===== config.mk =====
export PLATFORM = sky130hd
export DESIGN_NAME = plat_sysctl_regs
export DESIGN_NICKNAME = d
export VERILOG_FILES = /design/src/rtl/plat_sysctl_pkg.sv /design/src/rtl/plat_sysctl_decode.sv /design/src/rtl/plat_sysctl_ctrl.sv /design/src/rtl/plat_sysctl_rdmux.sv /design/src/rtl/plat_sysctl_regs.sv
export SDC_FILE = /design/constraint.sdc
export NUM_CORES = 1
export LEC_CHECK = 0
export CORE_MARGIN = 2
export CORE_UTILIZATION = 45
export DETAILED_ROUTE_END_ITERATION = 8
export DONT_BUFFER_PORTS = 1
export PLACE_DENSITY_LB_ADDON = 0.05
export SETUP_SLACK_MARGIN = 0.3
export SYNTH_ARGS = -nofsm -noshare
export SYNTH_HDL_FRONTEND = slang
export SYNTH_SLANG_ARGS = --single-unit

===== constraint.sdc =====
create_clock -name clk_i -period 2.05 [get_ports clk_i]
set_clock_uncertainty 0.05 [all_clocks]
set_input_delay 0.41 -clock clk_i [delete_from_list [all_inputs] [get_ports clk_i]]
set_output_delay 0.41 -clock clk_i [all_outputs]
set_load 0.1 [all_outputs]

===== src/rtl/plat_sysctl_pkg.sv =====
package plat_sysctl_pkg;

  localparam int unsigned DATA_W    = 8;
  localparam int unsigned SYSCTL_W  = 4;
  localparam int unsigned SCRATCH_N = 2;

  localparam logic [15:0] A_RSTCTL    = 16'h0092;
  localparam logic [15:0] A_SCRATCH   = 16'h0398;
  localparam logic [15:0] A_CPU_ID    = 16'h0800;
  localparam logic [15:0] A_FEATURE   = 16'h0802;
  localparam logic [15:0] A_STATUS    = 16'h0803;
  localparam logic [15:0] A_LIGHT     = 16'h0808;
  localparam logic [15:0] A_EQUIP     = 16'h080C;
  localparam logic [15:0] A_LOCK_A    = 16'h0810;
  localparam logic [15:0] A_LOCK_B    = 16'h0812;
  localparam logic [15:0] A_CACHE_INV = 16'h0814;
  localparam logic [15:0] A_KEYLOCK   = 16'h0818;
  localparam logic [15:0] A_SYSCTL    = 16'h081C;
  localparam logic [15:0] A_L2_INFO   = 16'h0823;
  localparam logic [15:0] A_MAPTYPE   = 16'h0850;

  localparam logic [7:0] V_CPU_ID  = 8'hEF;
  localparam logic [7:0] V_FEATURE = 8'hAD;
  localparam logic [7:0] V_STATUS  = 8'hE0;
  localparam logic [7:0] V_EQUIP   = 8'h3C;
  localparam logic [7:0] V_EXTFEAT = 8'h39;
  localparam logic [7:0] V_KEYLOCK = 8'h00;
  localparam logic [7:0] V_L2_INFO = 8'h03;
  localparam logic [7:0] V_UNMAP   = 8'hFF;

  typedef enum logic [3:0] {
    SEL_NONE, SEL_RSTCTL, SEL_SCRATCH, SEL_CPU_ID, SEL_FEATURE, SEL_STATUS,
    SEL_LIGHT, SEL_EQUIP, SEL_LOCK_A, SEL_LOCK_B, SEL_CACHE_INV, SEL_KEYLOCK,
    SEL_SYSCTL, SEL_L2_INFO, SEL_MAPTYPE
  } reg_sel_e;

  function automatic logic rd_ok(reg_sel_e s);
    case (s)
      SEL_NONE, SEL_LIGHT, SEL_LOCK_B: rd_ok = 1'b0;
      default:                         rd_ok = 1'b1;
    endcase
  endfunction

  function automatic logic wr_ok(reg_sel_e s);
    case (s)
      SEL_NONE, SEL_EQUIP, SEL_KEYLOCK, SEL_L2_INFO: wr_ok = 1'b0;
      default:                                       wr_ok = 1'b1;
    endcase
  endfunction

endpackage


===== src/rtl/plat_sysctl_decode.sv =====
module plat_sysctl_decode
  import plat_sysctl_pkg::*;
#(
  parameter int unsigned ADDR_W = 16,
  parameter int unsigned SCR_N  = SCRATCH_N,
  localparam int unsigned IDX_W = (SCR_N > 1) ? $clog2(SCR_N) : 1
) (
  input  logic [ADDR_W-1:0] addr_i,
  output reg_sel_e          sel_o,
  output logic [IDX_W-1:0]  scr_idx_o
);

  logic [SCR_N-1:0] scr_hit;

  for (genvar g = 0; g < SCR_N; g++) begin : g_scr
    assign scr_hit[g] = (addr_i == ADDR_W'(A_SCRATCH + 16'(g)));
  end

  always_comb begin
    scr_idx_o = '0;
    for (int i = 0; i < int'(SCR_N); i++) begin
      if (scr_hit[i]) scr_idx_o = IDX_W'(i);
    end
  end

  always_comb begin
    sel_o = SEL_NONE;
    if (|scr_hit)                                sel_o = SEL_SCRATCH;
    else if (addr_i == ADDR_W'(A_RSTCTL))        sel_o = SEL_RSTCTL;
    else if (addr_i == ADDR_W'(A_CPU_ID))        sel_o = SEL_CPU_ID;
    else if (addr_i == ADDR_W'(A_FEATURE))       sel_o = SEL_FEATURE;
    else if (addr_i == ADDR_W'(A_STATUS))        sel_o = SEL_STATUS;
    else if (addr_i == ADDR_W'(A_LIGHT))         sel_o = SEL_LIGHT;
    else if (addr_i == ADDR_W'(A_EQUIP))         sel_o = SEL_EQUIP;
    else if (addr_i == ADDR_W'(A_LOCK_A))        sel_o = SEL_LOCK_A;
    else if (addr_i == ADDR_W'(A_LOCK_B))        sel_o = SEL_LOCK_B;
    else if (addr_i == ADDR_W'(A_CACHE_INV))     sel_o = SEL_CACHE_INV;
    else if (addr_i == ADDR_W'(A_KEYLOCK))       sel_o = SEL_KEYLOCK;
    else if (addr_i == ADDR_W'(A_SYSCTL))        sel_o = SEL_SYSCTL;
    else if (addr_i == ADDR_W'(A_L2_INFO))       sel_o = SEL_L2_INFO;
    else if (addr_i == ADDR_W'(A_MAPTYPE))       sel_o = SEL_MAPTYPE;
  end

endmodule


===== src/rtl/plat_sysctl_ctrl.sv =====
module plat_sysctl_ctrl
  import plat_sysctl_pkg::*;
#(
  parameter int unsigned SCR_N  = SCRATCH_N,
  localparam int unsigned IDX_W = (SCR_N > 1) ? $clog2(SCR_N) : 1
) (
  input  logic                    clk_i,
  input  logic                    rst_ni,
  input  logic                    wr_i,
  input  logic [DATA_W-1:0]       wdata_i,
  input  reg_sel_e                sel_i,
  input  logic [IDX_W-1:0]        scr_idx_i,
  output logic                    le_o,
  output logic                    light_o,
  output logic [SYSCTL_W-1:0]     sysctl_o,
  output logic                    map_o,
  output logic [SCR_N*DATA_W-1:0] scratch_o,
  output logic                    soft_reset_o,
  output logic [1:0]              lock_o,
  output logic                    wr_err_o
);

  logic wen;
  assign wen = wr_i && wr_ok(sel_i);

  always_ff @(posedge clk_i or negedge rst_ni) begin
    if (!rst_ni) begin
      le_o     <= 1'b0;
      light_o  <= 1'b0;
      sysctl_o <= '0;
      map_o    <= 1'b0;
    end else if (wen) begin
      case (sel_i)
        SEL_RSTCTL:  le_o     <= wdata_i[1];
        SEL_LIGHT:   light_o  <= wdata_i[0];
        SEL_SYSCTL:  sysctl_o <= wdata_i[SYSCTL_W-1:0];
        SEL_MAPTYPE: map_o    <= wdata_i[0];
        default: ;
      endcase
    end
  end

  for (genvar g = 0; g < SCR_N; g++) begin : g_scr
    always_ff @(posedge clk_i or negedge rst_ni) begin
      if (!rst_ni) scratch_o[g*DATA_W +: DATA_W] <= '0;
      else if (wen && sel_i == SEL_SCRATCH && scr_idx_i == IDX_W'(g))
        scratch_o[g*DATA_W +: DATA_W] <= wdata_i;
    end
  end

  // side-effect pulses, one cycle each
  always_ff @(posedge clk_i or negedge rst_ni) begin
    if (!rst_ni) begin
      soft_reset_o <= 1'b0;
      lock_o       <= '0;
      wr_err_o     <= 1'b0;
    end else begin
      soft_reset_o <= wen && sel_i == SEL_RSTCTL && wdata_i[0];
      lock_o[0]    <= wen && sel_i == SEL_LOCK_A;
      lock_o[1]    <= wen && sel_i == SEL_LOCK_B;
      wr_err_o     <= wr_i && !wr_ok(sel_i);
    end
  end

endmodule


===== src/rtl/plat_sysctl_rdmux.sv =====
module plat_sysctl_rdmux
  import plat_sysctl_pkg::*;
#(
  parameter int unsigned SCR_N  = SCRATCH_N,
  localparam int unsigned IDX_W = (SCR_N > 1) ? $clog2(SCR_N) : 1
) (
  input  logic                    clk_i,
  input  logic                    rst_ni,
  input  logic                    rd_i,
  input  reg_sel_e                sel_i,
  input  logic [IDX_W-1:0]        scr_idx_i,
  input  logic [SYSCTL_W-1:0]     sysctl_i,
  input  logic                    map_i,
  input  logic [SCR_N*DATA_W-1:0] scratch_i,
  output logic [DATA_W-1:0]       rdata_o,
  output logic                    rvalid_o,
  output logic                    rd_err_o
);

  logic [DATA_W-1:0] rd_nxt;

  always_comb begin
    case (sel_i)
      SEL_RSTCTL:  rd_nxt = '0;
      SEL_SCRATCH: rd_nxt = scratch_i[scr_idx_i*DATA_W +: DATA_W];
      SEL_CPU_ID:  rd_nxt = V_CPU_ID;
      SEL_FEATURE: rd_nxt = V_FEATURE;
      SEL_STATUS:  rd_nxt = V_STATUS;
      SEL_EQUIP:   rd_nxt = V_EQUIP;
      SEL_LOCK_A:  rd_nxt = V_EXTFEAT;
      SEL_KEYLOCK: rd_nxt = V_KEYLOCK;
      SEL_SYSCTL:  rd_nxt = DATA_W'(sysctl_i);
      SEL_L2_INFO: rd_nxt = V_L2_INFO;
      SEL_MAPTYPE: rd_nxt = DATA_W'(map_i);
      default:     rd_nxt = V_UNMAP;
    endcase
  end

  always_ff @(posedge clk_i or negedge rst_ni) begin
    if (!rst_ni) begin
      rdata_o  <= '0;
      rvalid_o <= 1'b0;
      rd_err_o <= 1'b0;
    end else begin
      rvalid_o <= rd_i;
      rd_err_o <= rd_i && !rd_ok(sel_i);
      if (rd_i) rdata_o <= rd_nxt;
    end
  end

endmodule


===== src/rtl/plat_sysctl_regs.sv =====
module plat_sysctl_regs
  import plat_sysctl_pkg::*;
#(
  parameter int unsigned ADDR_W = 16
) (
  input  logic                clk_i,
  input  logic                rst_ni,
  input  logic [ADDR_W-1:0]   addr_i,
  input  logic [DATA_W-1:0]   wdata_i,
  input  logic                wr_i,
  input  logic                rd_i,
  output logic [DATA_W-1:0]   rdata_o,
  output logic                rvalid_o,
  output logic                little_endian_o,
  output logic                disk_light_o,
  output logic [SYSCTL_W-1:0] sys_ctrl_o,
  output logic                io_map_o,
  output logic                soft_reset_o,
  output logic [1:0]          nvram_lock_toggle_o,
  output logic                decode_err_o
);

  localparam int unsigned IDX_W = (SCRATCH_N > 1) ? $clog2(SCRATCH_N) : 1;

  reg_sel_e                    sel;
  logic [IDX_W-1:0]            scr_idx;
  logic [SCRATCH_N*DATA_W-1:0] scratch;
  logic                        wr_err, rd_err;

  plat_sysctl_decode #(.ADDR_W(ADDR_W), .SCR_N(SCRATCH_N)) u_decode (
    .addr_i    (addr_i),
    .sel_o     (sel),
    .scr_idx_o (scr_idx)
  );

  plat_sysctl_ctrl #(.SCR_N(SCRATCH_N)) u_ctrl (
    .clk_i        (clk_i),
    .rst_ni       (rst_ni),
    .wr_i         (wr_i),
    .wdata_i      (wdata_i),
    .sel_i        (sel),
    .scr_idx_i    (scr_idx),
    .le_o         (little_endian_o),
    .light_o      (disk_light_o),
    .sysctl_o     (sys_ctrl_o),
    .map_o        (io_map_o),
    .scratch_o    (scratch),
    .soft_reset_o (soft_reset_o),
    .lock_o       (nvram_lock_toggle_o),
    .wr_err_o     (wr_err)
  );

  plat_sysctl_rdmux #(.SCR_N(SCRATCH_N)) u_rdmux (
    .clk_i     (clk_i),
    .rst_ni    (rst_ni),
    .rd_i      (rd_i),
    .sel_i     (sel),
    .scr_idx_i (scr_idx),
    .sysctl_i  (sys_ctrl_o),
    .map_i     (io_map_o),
    .scratch_i (scratch),
    .rdata_o   (rdata_o),
    .rvalid_o  (rvalid_o),
    .rd_err_o  (rd_err)
  );

  assign decode_err_o = wr_err | rd_err;

endmodule


* Word-level counts from Yosys, hierarchy flattened
Index checks and enable logic that the tools add are counted.
** Word-level totals
- Output and inout bits :: 20
- Logic and storage cells :: 79
- Flip-flop bits (word level) :: 37
- Input port bits :: 28
** Operators by class
- Reduce and logical (&&, ||, !) cells :: 19
- Shifts and indexed selects :: 1
- Equality and inequality tests :: 28
- Bitwise gates (word level) :: 2
- Mux-type cells :: 17
** Operator list (number)
- $eq 16x12->1 const B :: 12
- $pmux 8 s10 :: 1
- $mux 4 :: 14
- $eq 16x10->1 const B :: 2
- $eq 4x4->1 const B :: 6
- $eq 16x8->1 const B :: 1
- $eq 4x3->1 const B :: 4
- $shiftx 16x5->8 :: 1
- $logic_and 1x1->1 :: 10
- $eq 4x2->1 const B :: 2
- $reduce_and 2->1 :: 4
- $eq 4x1->1 const B :: 1
- $logic_not 4->1 :: 1
- $reduce_or 2->1 :: 2
- $reduce_or 4->1 :: 1
- $reduce_or 3->1 :: 1
- $mux 1 :: 2
- $not 1->1 :: 1
- $or 1x1->1 :: 1

* Longest topological paths before layout
Gate-level depths: netlist (run 1).
- Depth in word-level cells :: 21
- Mapped depth :: 6
- Gate-level depth less buffers :: 5

* Modules after synthesis
Synthesis (run 1) repeated with hierarchy kept, for this count alone.
** Second synthesis, totals
- Cells, all modules :: 212
- Area, all modules :: 2273.4 um2
** By module, submodules not included
- plat_sysctl_ctrl :: cells an instance 72, instances 1, area an instance 1154.9 um2
- plat_sysctl_rdmux :: cells an instance 86, instances 1, area an instance 783.3 um2
- plat_sysctl_decode :: cells an instance 53, instances 1, area an instance 329.1 um2
- plat_sysctl_regs :: cells an instance 1, instances 1, area an instance 6.3 um2

* Least setup slack after synthesis (run 1)
Ideal clock, no wire load.
- Path type :: input -> register
- From :: input port addr_i[3]
- To :: register u_ctrl.sysctl_o[3]
- Arrival time :: 1.834 ns
- Buffers on the path :: 1
- Stages on the path :: 6
- Setup slack :: 0.038 ns
- Setup time :: 0.128 ns
- Data required time :: 1.872 ns
- Cell sequence :: buf_4 nor3b_2 nand3_1 o21a_1 o2111ai_4 mux2_1
** On the way
- Cells in the longest elaborated chain, start to end :: 20
- Elaborated cells between the ends (all ways) :: 39
- Classes of those cells :: 19 x eq/ne; 15 x mux; 5 x reduce/logical
** Ends and longest elaborated chain
- start: declaration :: line plat_sysctl_regs.sv:8 : input logic [ADDR_W-1:0] addr_i,
- $eq 16x12->1 :: line plat_sysctl_decode.sv:41 : else if (addr_i == ADDR_W'(A_MAPTYPE)) sel_o = SEL_MAPTYPE;
- $mux 4 :: line plat_sysctl_decode.sv:41
- $mux 4 :: line plat_sysctl_decode.sv:40 : else if (addr_i == ADDR_W'(A_L2_INFO)) sel_o = SEL_L2_INFO;
- $mux 4 :: line plat_sysctl_decode.sv:39 : else if (addr_i == ADDR_W'(A_SYSCTL)) sel_o = SEL_SYSCTL;
- $mux 4 :: line plat_sysctl_decode.sv:38 : else if (addr_i == ADDR_W'(A_KEYLOCK)) sel_o = SEL_KEYLOCK;
- $mux 4 :: line plat_sysctl_decode.sv:37 : else if (addr_i == ADDR_W'(A_CACHE_INV)) sel_o = SEL_CACHE_INV;
- $mux 4 :: line plat_sysctl_decode.sv:36 : else if (addr_i == ADDR_W'(A_LOCK_B)) sel_o = SEL_LOCK_B;
- $mux 4 :: line plat_sysctl_decode.sv:35 : else if (addr_i == ADDR_W'(A_LOCK_A)) sel_o = SEL_LOCK_A;
- (+4 left out)
- $mux 4 :: line plat_sysctl_decode.sv:30 : else if (addr_i == ADDR_W'(A_CPU_ID)) sel_o = SEL_CPU_ID;
- $mux 4 :: line plat_sysctl_decode.sv:29 : else if (addr_i == ADDR_W'(A_RSTCTL)) sel_o = SEL_RSTCTL;
- $mux 4 * :: line plat_sysctl_decode.sv:28 : if (|scr_hit) sel_o = SEL_SCRATCH;
- $eq 4x3->1 (tied with other cells) :: line plat_sysctl_pkg.sv:45 : case (s)
- $reduce_or 4->1 :: line plat_sysctl_pkg.sv:45
- $mux 1 :: line plat_sysctl_pkg.sv:45
- $logic_and 1x1->1 :: line plat_sysctl_ctrl.sv:24 : assign wen = wr_i && wr_ok(sel_i);
- $reduce_and 2->1 (no line) *
- end signal: assignment :: line plat_sysctl_ctrl.sv:36 : SEL_SYSCTL: sysctl_o <= wdata_i[SYSCTL_W-1:0];
- end: declaration :: line plat_sysctl_ctrl.sv:15 : output logic [SYSCTL_W-1:0] sysctl_o,
Mark *: on every way between the ends. The rest lies on a longest branch, timed or not.
A chain may end at the register's enable or synchronous reset.

* Final worst setup path (run 1)
- From :: input port addr_i[5]
- To :: register u_ctrl.sysctl_o[1]
The elaborated chain is that of the path after synthesis.

==> results of run 1 <==
[logic make-up (layout without fill, tap and decap cells)]
family | count (synthesis) | after routing
XOR/XNOR | 1 | 1
multiplexers | 31 | 31
AND/OR/NAND/NOR | 83 | 83
buffers and inverters | 9 | 49
flip-flops | 37 | 37
AO/OA/AOI/OAI | 39 | 39
[synth_stat cells (3+ instances only)]
| cell type | count | area, µm² |
|---|---|---|
| sky130_fd_sc_hd__mux2_4 | 8 | 120 |
| sky130_fd_sc_hd__nor3_1 | 7 | 35.0 |
| sky130_fd_sc_hd__mux2_1 | 14 | 158 |
| sky130_fd_sc_hd__mux2i_1 | 4 | 40.0 |
| sky130_fd_sc_hd__a31oi_1 | 3 | 18.8 |
| sky130_fd_sc_hd__nand3_1 | 8 | 40.0 |
| sky130_fd_sc_hd__nand2_1 | 12 | 45.0 |
| sky130_fd_sc_hd__nor2_1 | 18 | 67.6 |
| sky130_fd_sc_hd__a41oi_1 | 3 | 26.3 |
| sky130_fd_sc_hd__nand4_1 | 6 | 37.5 |
| sky130_fd_sc_hd__buf_4 | 4 | 30.0 |
| sky130_fd_sc_hd__nor4_1 | 4 | 25.0 |
| sky130_fd_sc_hd__nand4b_1 | 3 | 26.3 |
| sky130_fd_sc_hd__and3_1 | 4 | 25.0 |
| sky130_fd_sc_hd__a311oi_1 | 3 | 26.3 |
| sky130_fd_sc_hd__a21oi_1 | 7 | 35.0 |
| sky130_fd_sc_hd__mux2_2 | 5 | 56.3 |
| sky130_fd_sc_hd__dfrtp_1 | 37 | 926 |
| sky130_fd_sc_hd__o21a_1 | 5 | 37.5 |
[placed cells by master, fill, tap and decap left out, types with 2 or more instances in the layout]
| cell type | count |
|---|---|
| sky130_fd_sc_hd__a21oi_1 | 7 |
| sky130_fd_sc_hd__a311oi_1 | 3 |
| sky130_fd_sc_hd__a31oi_1 | 3 |
| sky130_fd_sc_hd__a41oi_1 | 3 |
| sky130_fd_sc_hd__and2_1 | 2 |
| sky130_fd_sc_hd__and3_1 | 3 |
| sky130_fd_sc_hd__buf_4 | 39 |
| sky130_fd_sc_hd__clkbuf_8 | 6 |
| sky130_fd_sc_hd__dfrtp_1 | 37 |
| sky130_fd_sc_hd__mux2_1 | 2 |
| sky130_fd_sc_hd__mux2_2 | 5 |
| sky130_fd_sc_hd__mux2_4 | 20 |
| sky130_fd_sc_hd__mux2i_1 | 4 |
| sky130_fd_sc_hd__nand2_1 | 12 |
| sky130_fd_sc_hd__nand3_1 | 7 |
| sky130_fd_sc_hd__nand4_1 | 6 |
| sky130_fd_sc_hd__nand4b_1 | 3 |
| sky130_fd_sc_hd__nor2_1 | 18 |
| sky130_fd_sc_hd__nor3_1 | 7 |
| sky130_fd_sc_hd__nor3_4 | 2 |
| sky130_fd_sc_hd__nor4_1 | 4 |
| sky130_fd_sc_hd__nor4_4 | 2 |
| sky130_fd_sc_hd__nor4b_4 | 3 |
| sky130_fd_sc_hd__o21a_1 | 5 |
| sky130_fd_sc_hd__o21ai_0 | 2 |
| sky130_fd_sc_hd__o22ai_1 | 2 |
| sky130_fd_sc_hd__o32ai_1 | 2 |
| sky130_fd_sc_hd__or2_2 | 2 |
[metal layers]
layer	wire [µm]	part of all wire
met4	105	0.018
met3	332	0.057
met2	2790	0.48
met5	0	0
met1	2580	0.44
[sequential cells by signal (all words and copies together) (netlist names)]
name / cells
u_ctrl.lock_o: 2
u_ctrl.le_o: 1
u_ctrl.wr_err_o: 1
u_rdmux.rd_err_o: 1
u_ctrl.light_o: 1
u_ctrl.map_o: 1
u_rdmux.rdata_o: 8
u_ctrl.soft_reset_o: 1
u_rdmux.rvalid_o: 1
u_ctrl.scratch_o: 16
u_ctrl.sysctl_o: 4
[final cells by class]
type                       instances  share of cell area
multi-input combinational        154               0.485
sequential                        37               0.335
inverter                           1             0.00136
clock buffer                       6              0.0298
tap                               67              0.0303
timing repair buffer              41               0.117
clock inverter                     1             0.00271
[metrics by stage]
stage,setup WS [ns],total power [mW],hold WS [ns]
floorplan,0.0791,0.829,0.0644
global placement,0.0843,0.826,0.0651
detailed placement,0.0140,0.826,0.0651
CTS,0.321,1.37,0.0815
global route,0.307,1.41,0.0785
finish,0.373,1.35,0.0928
[report_power, final]
group	leakage [nW]	total, mW	internal, mW	switching [mW]
combinational	0.632	0.0998	0.0429	0.0568
clock	0.0433	0.517	0.266	0.252
sequential	0.468	0.734	0.733	0.000873
[worst min-delay path by stage]
stage,start,end,cells after the start
after floorplan,rst_ni,u_ctrl.le_o,0
after global placement,rst_ni,u_rdmux.rd_err_o,0
after detailed placement,rst_ni,u_ctrl.wr_err_o,0
after CTS,rd_i,u_rdmux.rvalid_o,0
after global routing,rd_i,u_rdmux.rvalid_o,0
final,rd_i,u_rdmux.rvalid_o,0
[repair_timing]
item                       in CTS  in global routing
gates resized for setup         0                  2
hold buffers                    2                  0
hold endpoints to repair       37                  0
setup endpoints to repair       0                  5
setup buffers                   0                  1
[worst max-delay path: stages]
cell                        delay (ns)
sky130_fd_sc_hd__nor4b_4          0.27
sky130_fd_sc_hd__buf_4            0.18
sky130_fd_sc_hd__nand3_1          0.12
sky130_fd_sc_hd__a31oi_2          0.27
sky130_fd_sc_hd__o2111ai_4        0.21
sky130_fd_sc_hd__mux2_4           0.34
==> metrics.sh, run 1 <==
CRITPATHARRIVALTIME_NS=1.80
YS_FF_LATCH=37
INITIAL_ANTENNA_VIOLATION_COUNT=0
DP.FINAL_HPWL_UM=4480
VIAS_PER_CELL=6.06
HOLD_REMOVAL_PATH_CLASS='in2reg'
CLK-INSERTION-DELAY-LATE_NS=0.29
TOTAL_GRT_OVERFLOW=0
DOMINANTREGCELLSYNTH='sky130_fd_sc_hd__dfrtp_1'
PERIOD_SHARE=0.818
SEQ_CELL_AREA_UM2=926
CTS_TREE='built'
SLEW_VIOL_FINAL=0
CLK_PIN_SLEW_WORST_PATHS_NS=0.07
HTREE_NUM_LEVELS=2
GRT_FIRST_PASS_WIRELENGTH_UM=9430
CRIT-REG2REG-CAPTURE='u_ctrl.light_o'
END_KIND='register'
SYN-CELL-AREA_MM2=0.00220
FINISH.INSTANCE_AREA_MM2=0.00277
POWER_LEAKAGE_nW=1.14
GRT_START_MAX_NET_PINS=38
SYNTH.DISTINCT_CELLS=53
FP.DIEW_UM=74.0
POST_DP_CELL_AREA_MM2=0.00263
GLOBAL_ROUTING_USAGE_ON_MET3=0.0556
TOTALWIRELENGTH_UM=5810
LAYOUTNONFILLERINSTCOUNT=307
FINALWEIGHTEDCONGESTION=0.887
POWER_DENSITY_mW_PER_MM2=488
REGTOREGSTARTPOINT='u_ctrl.light_o'
POST_SYNTH_FA_HA_MAJ_AREA_FRACTION=0
CP-START-KIND='input port'
WORST_R2R_PATH_DEPTH=1
ROUTING_USAGE_ON_MET1=0.305
N_ANTENNA_CELL=0
DETAILEDROUTE.FIRSTPASSITERATIONCOUNT=4
PLACEMENTROWS=25
ROUTE.ANTENNA.REMAINING_NETS=0
SETUP.REG_TO_REG.WORST_SLACK_NS=0.68
VIAS_IN_THE_FIRST_GLOBAL_ROUTE=1828
ROOT_BUFFER='sky130_fd_sc_hd__clkbuf_8'
CRITICAL_PATH_REQUIRED_NS=2.17
AREA.GROWTH.SYNTH_TO_FINAL_PCT=25.7
REPORT.FINAL.SETUP_VIOL=0
COUNT_OF_FLIP_FLOPS_WITH_A_BUILT_IN_ENABLE_AFTER_SYNTHESIS=0
SYNTHCELLS=200
DRT_DRC_VIOLATIONS_LEFT=0
GROUTE.LAYER.MET2.USAGE=0.373
SYNTHARSTFLOPSHARE=1.00
MUXSHAREOFSYNTHAREA=0.170
FIRST_ITER_VIOLATIONS=123
DIEAREA_MM2=0.00547
MAIN_COMBINATIONAL_CELL_FAMILY_BY_AREA_AFTER_SYNTHESIS='simple AND/OR/NAND/NOR gates'
MULTIINPUTGATEAREA_MM2=0.00134
SETUP_TOTAL_NEGATIVE_SLACK_NS=0
FILLERS=412
OUTCOME='completed'
MAX_CLOCK_FREQ_MHz=596
TRITONCTS_NUM_SINKS=37
AREA_OF_THE_CORE_REGION_MM2=0.00472
WL_PER_CELL_UM=18.9
IR_WORST_VDD_mV=0.303
TOP_USAGE_LAYER='met2'
TOP_LEVEL_PORT_COUNT=48
STARTPOINT='addr_i[5]'
MAXSLEWHEADROOM=0.405
PLACED_CELLS_INCL_TAPS=297
TIGHTEST_SLEW_NS=0.893
IO_BUFFER_COUNT=0
MAX-CLOCK-PATH-BUFFERS=2
SYNTH_COMPOUND_GATE_AREA_SHARE=0.140
YOSYS.AREA_SHARE.XOR_XNOR=0.00398
SEQ_AREA_FRAC_SYNTH=0.420
INITIAL_CORE_UTIL=0.466
SYNTHESIS.YOSYS.WARNINGS=0
FINAL_LAYOUT_SIZE_SUFFIX_GT1_FRAC=0.379
FINAL_NET_COUNT=268
FINAL_PERIOD_MINUS_WORST_SETUP_SLACK_NS=1.68
SETUP.WORST_PATH.CLASS='in2reg'
FINAL_CORE_UTILIZATION=0.586
POST_SYNTH_AND_OR_NAND_NOR_AREA_FRACTION=0.243
SYNTHESIS.AREA_PER_INSTANCE_UM2=11.0
WORSTPATHMAXFANOUT=6
GR-USAGE-ALL-LAYERS=0.231
MAX_CAP_VIOL_COUNT=0
DETAILROUTE.VIA_COUNT=1859
END_OF_THE_CRITICAL_PATH='u_ctrl.sysctl_o[1]'
CTS_INSERTED_BUFFERS=5
SYNTH_NETS=228
GRT_SETUP_UNREPAIRED='no'
FLOORPLAN.DIE.HEIGHT_UM=74.0
FINALHOLDVIOLCOUNT=0
Note: power is estimated with default switching activity, not from simulation.
==> inputs of run 2 (changes only) <==
- clock period: 2.05 -> 1.7 ns (I/O delays scaled with it)
==> metrics.sh, run 2 (synthesized netlist as in run 1, its figures left out) <==
OUTCOME='completed'
END_KIND='register'
GRT_START_MAX_NET_PINS=38
CRITPATHMAXSTAGEDELAY_NS=0.33
CLK_PIN_SLEW_WORST_PATHS_NS=0.07
AREA_OF_THE_CORE_REGION_MM2=0.00472
GRT_SETUP_UNREPAIRED='yes'
CTS_TREE='built'
DRT_DRC_VIOLATIONS_LEFT=0
GRT_FIRST_PASS_WIRELENGTH_UM=10000
FP.DIEW_UM=74.0
SETUP_TOTAL_NEGATIVE_SLACK_NS=0
TOTALWIRELENGTH_UM=6320
WHS_NS=0.0231
FINAL_LAYOUT_SIZE_SUFFIX_GT1_FRAC=0.542
MOSTFREQUENTLAYOUTCELL='sky130_fd_sc_hd__buf_4'
FINAL_PERIOD_MINUS_WORST_SETUP_SLACK_NS=1.56
IR_WORST_VDD_mV=0.524
VIAS_PER_CELL=5.80
HOLD_REMOVAL_PATH_CLASS='in2reg'
TOP_LEVEL_PORT_COUNT=48
ROUTE.ANTENNA.REMAINING_NETS=0
SLEW_VIOL_FINAL=0
REPORT.FINAL.SETUP_VIOL=0
MAXSLEWHEADROOM=0.671
INITIAL_CORE_UTIL=0.466
FINAL_CORE_UTILIZATION=0.684
FINALHOLDVIOLCOUNT=0
CTS_INSERTED_BUFFERS=5
MAX-CLOCK-PATH-BUFFERS=2
MOST_FLOP_HEAVY_REGISTER='u_ctrl.scratch_o'
FINALWEIGHTEDCONGESTION=0.931
SETUP.WORST_PATH.CLASS='in2reg'
POWER_DENSITY_mW_PER_MM2=517
TIMING.CRITICAL_PATH.CELLS='nor4b_4, buf_4, o2111ai_4, and3_4, o2111ai_4, mux2_4'
CRITICAL_PATH_REQUIRED_NS=1.83
INITIAL_ANTENNA_VIOLATION_COUNT=0
FLOORPLAN.DIE.HEIGHT_UM=74.0
TOTAL_GRT_OVERFLOW=0
CP-START-KIND='input port'
DETAILEDROUTE.FIRSTPASSITERATIONCOUNT=4
IO_BUFFER_COUNT=0
AREA.GROWTH.SYNTH_TO_FINAL_PCT=46.6
MAX_CAP_VIOL_COUNT=0
N_ANTENNA_CELL=0
POWER_LEAKAGE_nW=1.36
PERIOD_SHARE=0.920
DP.FINAL_HPWL_UM=4690
HTREE_NUM_LEVELS=2
MOSTFREQUENTLAYOUTCELLS='sky130_fd_sc_hd__buf_4 (61), sky130_fd_sc_hd__dfrtp_1 (36), sky130_fd_sc_hd__mux2_4 (21), sky130_fd_sc_hd__nor2_1 (15), sky130_fd_sc_hd__nand2_1 (11)'
VIAS_IN_THE_FIRST_GLOBAL_ROUTE=2084
TOP_USAGE_LAYER='met2'
MAX_CLOCK_FREQ_MHz=639
WL_PER_CELL_UM=18.7
PATH_COMMON_CELL='sky130_fd_sc_hd__o2111ai_4'
DIEAREA_MM2=0.00547
FILLERS=359
CRITPATHARRIVALTIME_NS=1.69
LARGEST_REGISTERS='u_ctrl.scratch_o (16), u_rdmux.rdata_o (8), u_ctrl.sysctl_o (4)'
GLOBAL_ROUTING_USAGE_ON_MET3=0.0569
WORSTPATHMAXFANOUT=6
GR-USAGE-ALL-LAYERS=0.244
REPORT.POWER.TOTAL_mW=1.67
LARGEST_REG_FLOPS=16
TIGHTEST_SLEW_NS=0.494
FIRST_ITER_VIOLATIONS=90
ROUTING_USAGE_ON_MET1=0.285
CLK-INSERTION-DELAY-LATE_NS=0.29
FINAL_NET_COUNT=299
TRITONCTS_NUM_SINKS=37
ROOT_BUFFER='sky130_fd_sc_hd__clkbuf_8'
CP_SLOWEST_CELL='sky130_fd_sc_hd__nor4b_4'
DETAILROUTE.VIA_COUNT=1959
PLACEMENTROWS=25
GROUTE.LAYER.MET2.USAGE=0.424
run 2: changes by cell type in the layout (fill, tap and decap cells not counted), sizes merged:
cell	previous run	this run
buf	40	71
run 2: layout make-up:
cell class / instances / area, µm² / share of cell area
inverters: 1 / 3.75 / 0.00116
flip-flops and latches: 37 / 927 / 0.287
clock inverters: 1 / 7.51 / 0.00232
clock buffers: 6 / 82.6 / 0.0256
well taps: 67 / 83.8 / 0.0260
repair buffers: 72 / 598 / 0.185
multi-input cells: 154 / 1530 / 0.473
run 2: stage by stage:
step	area, µm²	cells	setup slack (ns)
final	3230	338	0.135
after global routing	3230	338	0.0738
after CTS	3180	336	0.134
after detailed placement	2790	312	-0.216
after global placement	2790	312	-0.153
after floorplan	2360	200	-0.200
run 2: report_power, final:
part | switching [mW] | internal, mW
logic | 0.0799 | 0.0727
clock network | 0.313 | 0.320
registers | 0.00120 | 0.883
total | 0.394 | 1.28
run 2: critical path: cells and delay by family:
kind            cells  cell delay [ns]
mux                 1             0.33
buf+inv             1             0.18
simple gates        2             0.56
compound gates      2             0.28
run 2: what timing repair did:
item / in CTS / in global routing
setup endpoints to repair: 33 / 36
resized for setup: 31 / 10
hold buffers: 2 / 0
buffers inserted: 15 / 2
endpoints found under the hold margin: 37 / 0
pin swaps: 26 / 9
run 2: metal layers:
metal | vias up | share of wire | routed length, µm
met5 | - | 0 | 0
met2 | 64 | 0.50 | 3160
met1 | 963 | 0.42 | 2670
li1 | 920 | - | -
met3 | 12 | 0.056 | 356
met4 | 0 | 0.020 | 124
run 2: worst paths after layout:
path | start | endpoint | slack (ns) | cells past startpoint
worst max-delay path | addr_i[7] | u_ctrl.sysctl_o[1] | 0.14 | 6
worst min-delay path | rd_i | u_rdmux.rvalid_o | 0.02 | 0
worst max register to register | u_ctrl.scratch_o[8] | u_rdmux.rdata_o[0] | 0.41 | 4
worst min register to register | u_ctrl.scratch_o[1] | u_ctrl.scratch_o[1] | 0.46 | 1
max in group asynchronous | rst_ni | u_ctrl.le_o | 0.94 | 2
min in group asynchronous | rst_ni | u_rdmux.rd_err_o | 0.45 | 2
==> inputs of run 3 (changes only) <==
--- a/constraint.sdc
+++ b/constraint.sdc
@@ -4,2 +4,2 @@
 set_output_delay 0.34 -clock clk_i [all_outputs]
-set_load 0.1 [all_outputs]
+set_load 0.02 [all_outputs]
==> metrics.sh, run 3 (synthesized netlist as in run 1, its figures left out) <==
DETAILEDROUTE.FIRSTPASSITERATIONCOUNT=4
DETAILROUTE.VIA_COUNT=1931
SETUP.WORST_PATH.CLASS='in2reg'
WORSTPATHMAXFANOUT=8
MAX_CLOCK_FREQ_MHz=624
TOTAL_GRT_OVERFLOW=0
MAX_CAP_VIOL_COUNT=0
INITIAL_ANTENNA_VIOLATION_COUNT=0
PERIOD_SHARE=0.943
OUTCOME='completed'
CTS_INSERTED_BUFFERS=5
TRITONCTS_NUM_SINKS=37
MAX-CLOCK-PATH-BUFFERS=2
POWER_DENSITY_mW_PER_MM2=539
TOP_LEVEL_PORT_COUNT=48
CP-START-KIND='input port'
VIAS_IN_THE_FIRST_GLOBAL_ROUTE=1990
WHS_ENDPOINT='u_rdmux.rvalid_o'
DP.FINAL_HPWL_UM=4550
IO_BUFFER_COUNT=0
PLACEMENTROWS=25
VIAS_PER_CELL=5.94
INITIAL_CORE_UTIL=0.466
POWER.INTERNAL_mW=1.39
WL_PER_CELL_UM=20.1
LARGEST_REGISTERS='u_ctrl.scratch_o (16), u_rdmux.rdata_o (8), u_ctrl.sysctl_o (4)'
MOST_FLOP_HEAVY_REGISTER='u_ctrl.scratch_o'
HOLD_REMOVAL_PATH_CLASS='in2reg'
GR-USAGE-ALL-LAYERS=0.246
N_ANTENNA_CELL=0
FINAL_NET_COUNT=286
DRT_DRC_VIOLATIONS_LEFT=0
FINALHOLDVIOLCOUNT=0
P_CLK_FRAC=0.416
AREA_OF_THE_CORE_REGION_MM2=0.00472
DIEAREA_MM2=0.00547
SLEW_VIOL_FINAL=0
SWITCHING_SHARE=0.214
GRT_START_MAX_NET_PINS=38
FINALWEIGHTEDCONGESTION=0.960
WORST_R2R_PATH_DEPTH=4
AREA.GROWTH.SYNTH_TO_FINAL_PCT=48.5
REPORT.FINAL.SETUP_VIOL=0
CTS_TREE='built'
GRT_SETUP_UNREPAIRED='yes'
FLOORPLAN.DIE.HEIGHT_UM=74.0
CLK-INSERTION-DELAY-LATE_NS=0.29
ROUTE.ANTENNA.REMAINING_NETS=0
FILLERS=346
NETSWITCHINGPOWER_mW=0.376
FP.DIEW_UM=74.0
POWER_LEAKAGE_nW=1.35
REGTOREGSTARTPOINT='u_ctrl.map_o'
MAXSLEWHEADROOM=0.767
FINAL_CORE_UTILIZATION=0.692
FINAL_LAYOUT_SIZE_SUFFIX_GT1_FRAC=0.578
COMBINATIONALPOWERSHARE=0.081
POST_DP_CELL_AREA_MM2=0.00266
SETUP.REG_TO_REG.WORST_SLACK_NS=0.36
CLK_PIN_SLEW_WORST_PATHS_NS=0.07
LARGEST_REG_FLOPS=16
MIN-DELAY-START='rd_i'
IR_WORST_VDD_mV=0.571
FINISH.INSTANCE_AREA_MM2=0.00327
FINAL_PERIOD_MINUS_WORST_SETUP_SLACK_NS=1.60
TOTALWIRELENGTH_UM=6540
CRITPATHARRIVALTIME_NS=1.73
MOSTFREQUENTLAYOUTCELL='sky130_fd_sc_hd__buf_4'
GRT_FIRST_PASS_WIRELENGTH_UM=10100
ROOT_BUFFER='sky130_fd_sc_hd__clkbuf_8'
TIGHTEST_SLEW_NS=0.346
CELL_COUNT_OF_THE_WORST_HOLD_PATH=0
HTREE_NUM_LEVELS=2
SHARE_SEQ_OF_TOTAL_POWER=0.503
END_KIND='register'
MOSTFREQUENTLAYOUTCELLS='sky130_fd_sc_hd__buf_4 (40), sky130_fd_sc_hd__dfrtp_1 (37), sky130_fd_sc_hd__mux2_4 (21), sky130_fd_sc_hd__buf_6 (17), sky130_fd_sc_hd__nor2_1 (13)'
FIRST_ITER_VIOLATIONS=131
CRIT-REG2REG-CAPTURE='u_rdmux.rdata_o[0]'
CRITICAL_PATH_REQUIRED_NS=1.83
==> run 3: changes by cell type in the layout (fill, tap and decap cells not counted), moves of 2 or more <==
cell and delta:
sky130_fd_sc_hd__nor2_4 +2, sky130_fd_sc_hd__nand3_2 +2, sky130_fd_sc_hd__nor2_1 -2, sky130_fd_sc_hd__a41oi_4 +2, sky130_fd_sc_hd__nand2_1 -4, sky130_fd_sc_hd__a311oi_2 +2, sky130_fd_sc_hd__buf_6 +9, sky130_fd_sc_hd__buf_4 -21
sky130_fd_sc_hd__nand2_2 +4, sky130_fd_sc_hd__nor3_1 -2, sky130_fd_sc_hd__nor3_2 +2, sky130_fd_sc_hd__nand3_1 -2
==> run 3: through the flow <==
stage | cells | power (mW) | hold WS, ns | setup slack (ns) | TNS, ns
2_1_floorplan | 200 | 0.990 | -0.00559 | -0.199 | -2.82
3_3_place_gp | 296 | 0.993 | -0.00486 | -0.180 | -3.98
3_5_place_dp | 296 | 0.993 | -0.00485 | -0.248 | -4.81
4_1_cts | 318 | 1.76 | 0.0225 | 0.116 | 0
5_1_grt | 325 | 1.85 | 0.00613 | 0.0746 | 0
6_report | 325 | 1.76 | 0.0287 | 0.0965 | 0
==> run 3: power by group through the flow <==
stage / Sequential [mW] / Clock (mW) / Combinational [mW]
after floorplan: 0.904 / 0 / 0.0865
after global routing: 0.887 / 0.806 / 0.153
after detailed placement: 0.904 / 0 / 0.0890
final: 0.887 / 0.733 / 0.142
after CTS: 0.886 / 0.747 / 0.124
after global placement: 0.904 / 0 / 0.0888
==> run 3: worst max-delay path by stage <==
stage               slack [ns]       start                  end
floorplan                -0.20   addr_i[1]   u_ctrl.sysctl_o[0]
global placement         -0.18   addr_i[7]   u_ctrl.sysctl_o[2]
detailed placement       -0.25   addr_i[7]   u_ctrl.sysctl_o[0]
CTS                       0.12  addr_i[11]  u_ctrl.scratch_o[8]
global route              0.07   addr_i[5]   u_ctrl.sysctl_o[1]
finish                     0.1  addr_i[11]  u_ctrl.scratch_o[8]
==> run 3: worst max-delay path, stage by stage <==
cell	delay (ns)
sky130_fd_sc_hd__nor4b_4	0.29
sky130_fd_sc_hd__nand4_1	0.24
sky130_fd_sc_hd__nor3_4	0.31
sky130_fd_sc_hd__nand3_4	0.21
sky130_fd_sc_hd__mux2_4	0.35
==> run 3: layout make-up <==
| cell class | instances | area (µm²) | share of cell area |
|---|---|---|---|
| repair buffers | 59 | 522 | 0.160 |
| clock buffers | 5 | 68.8 | 0.0210 |
| well taps | 67 | 83.8 | 0.0256 |
| multi-input cells | 154 | 1630 | 0.499 |
| inverters | 1 | 3.75 | 0.00115 |
| flip-flops and latches | 37 | 926 | 0.283 |
| clock inverters | 2 | 35.0 | 0.0107 |
==> run 3: repair_timing <==
item | in CTS | in global routing
pin swaps | 19 | 23
setup buffers | 13 | 7
cloned | 0 | 0
gates resized for setup | 22 | 47
hold buffers | 2 | 0
setup endpoints to repair | 32 | 34
hold endpoints to repair | 37 | 0
==> run 3: metal layers <==
metal  part of all wire  track usage
met5                  0            0
met4              0.014       0.0788
met3              0.043       0.0596
met2               0.51        0.417
met1               0.43        0.309
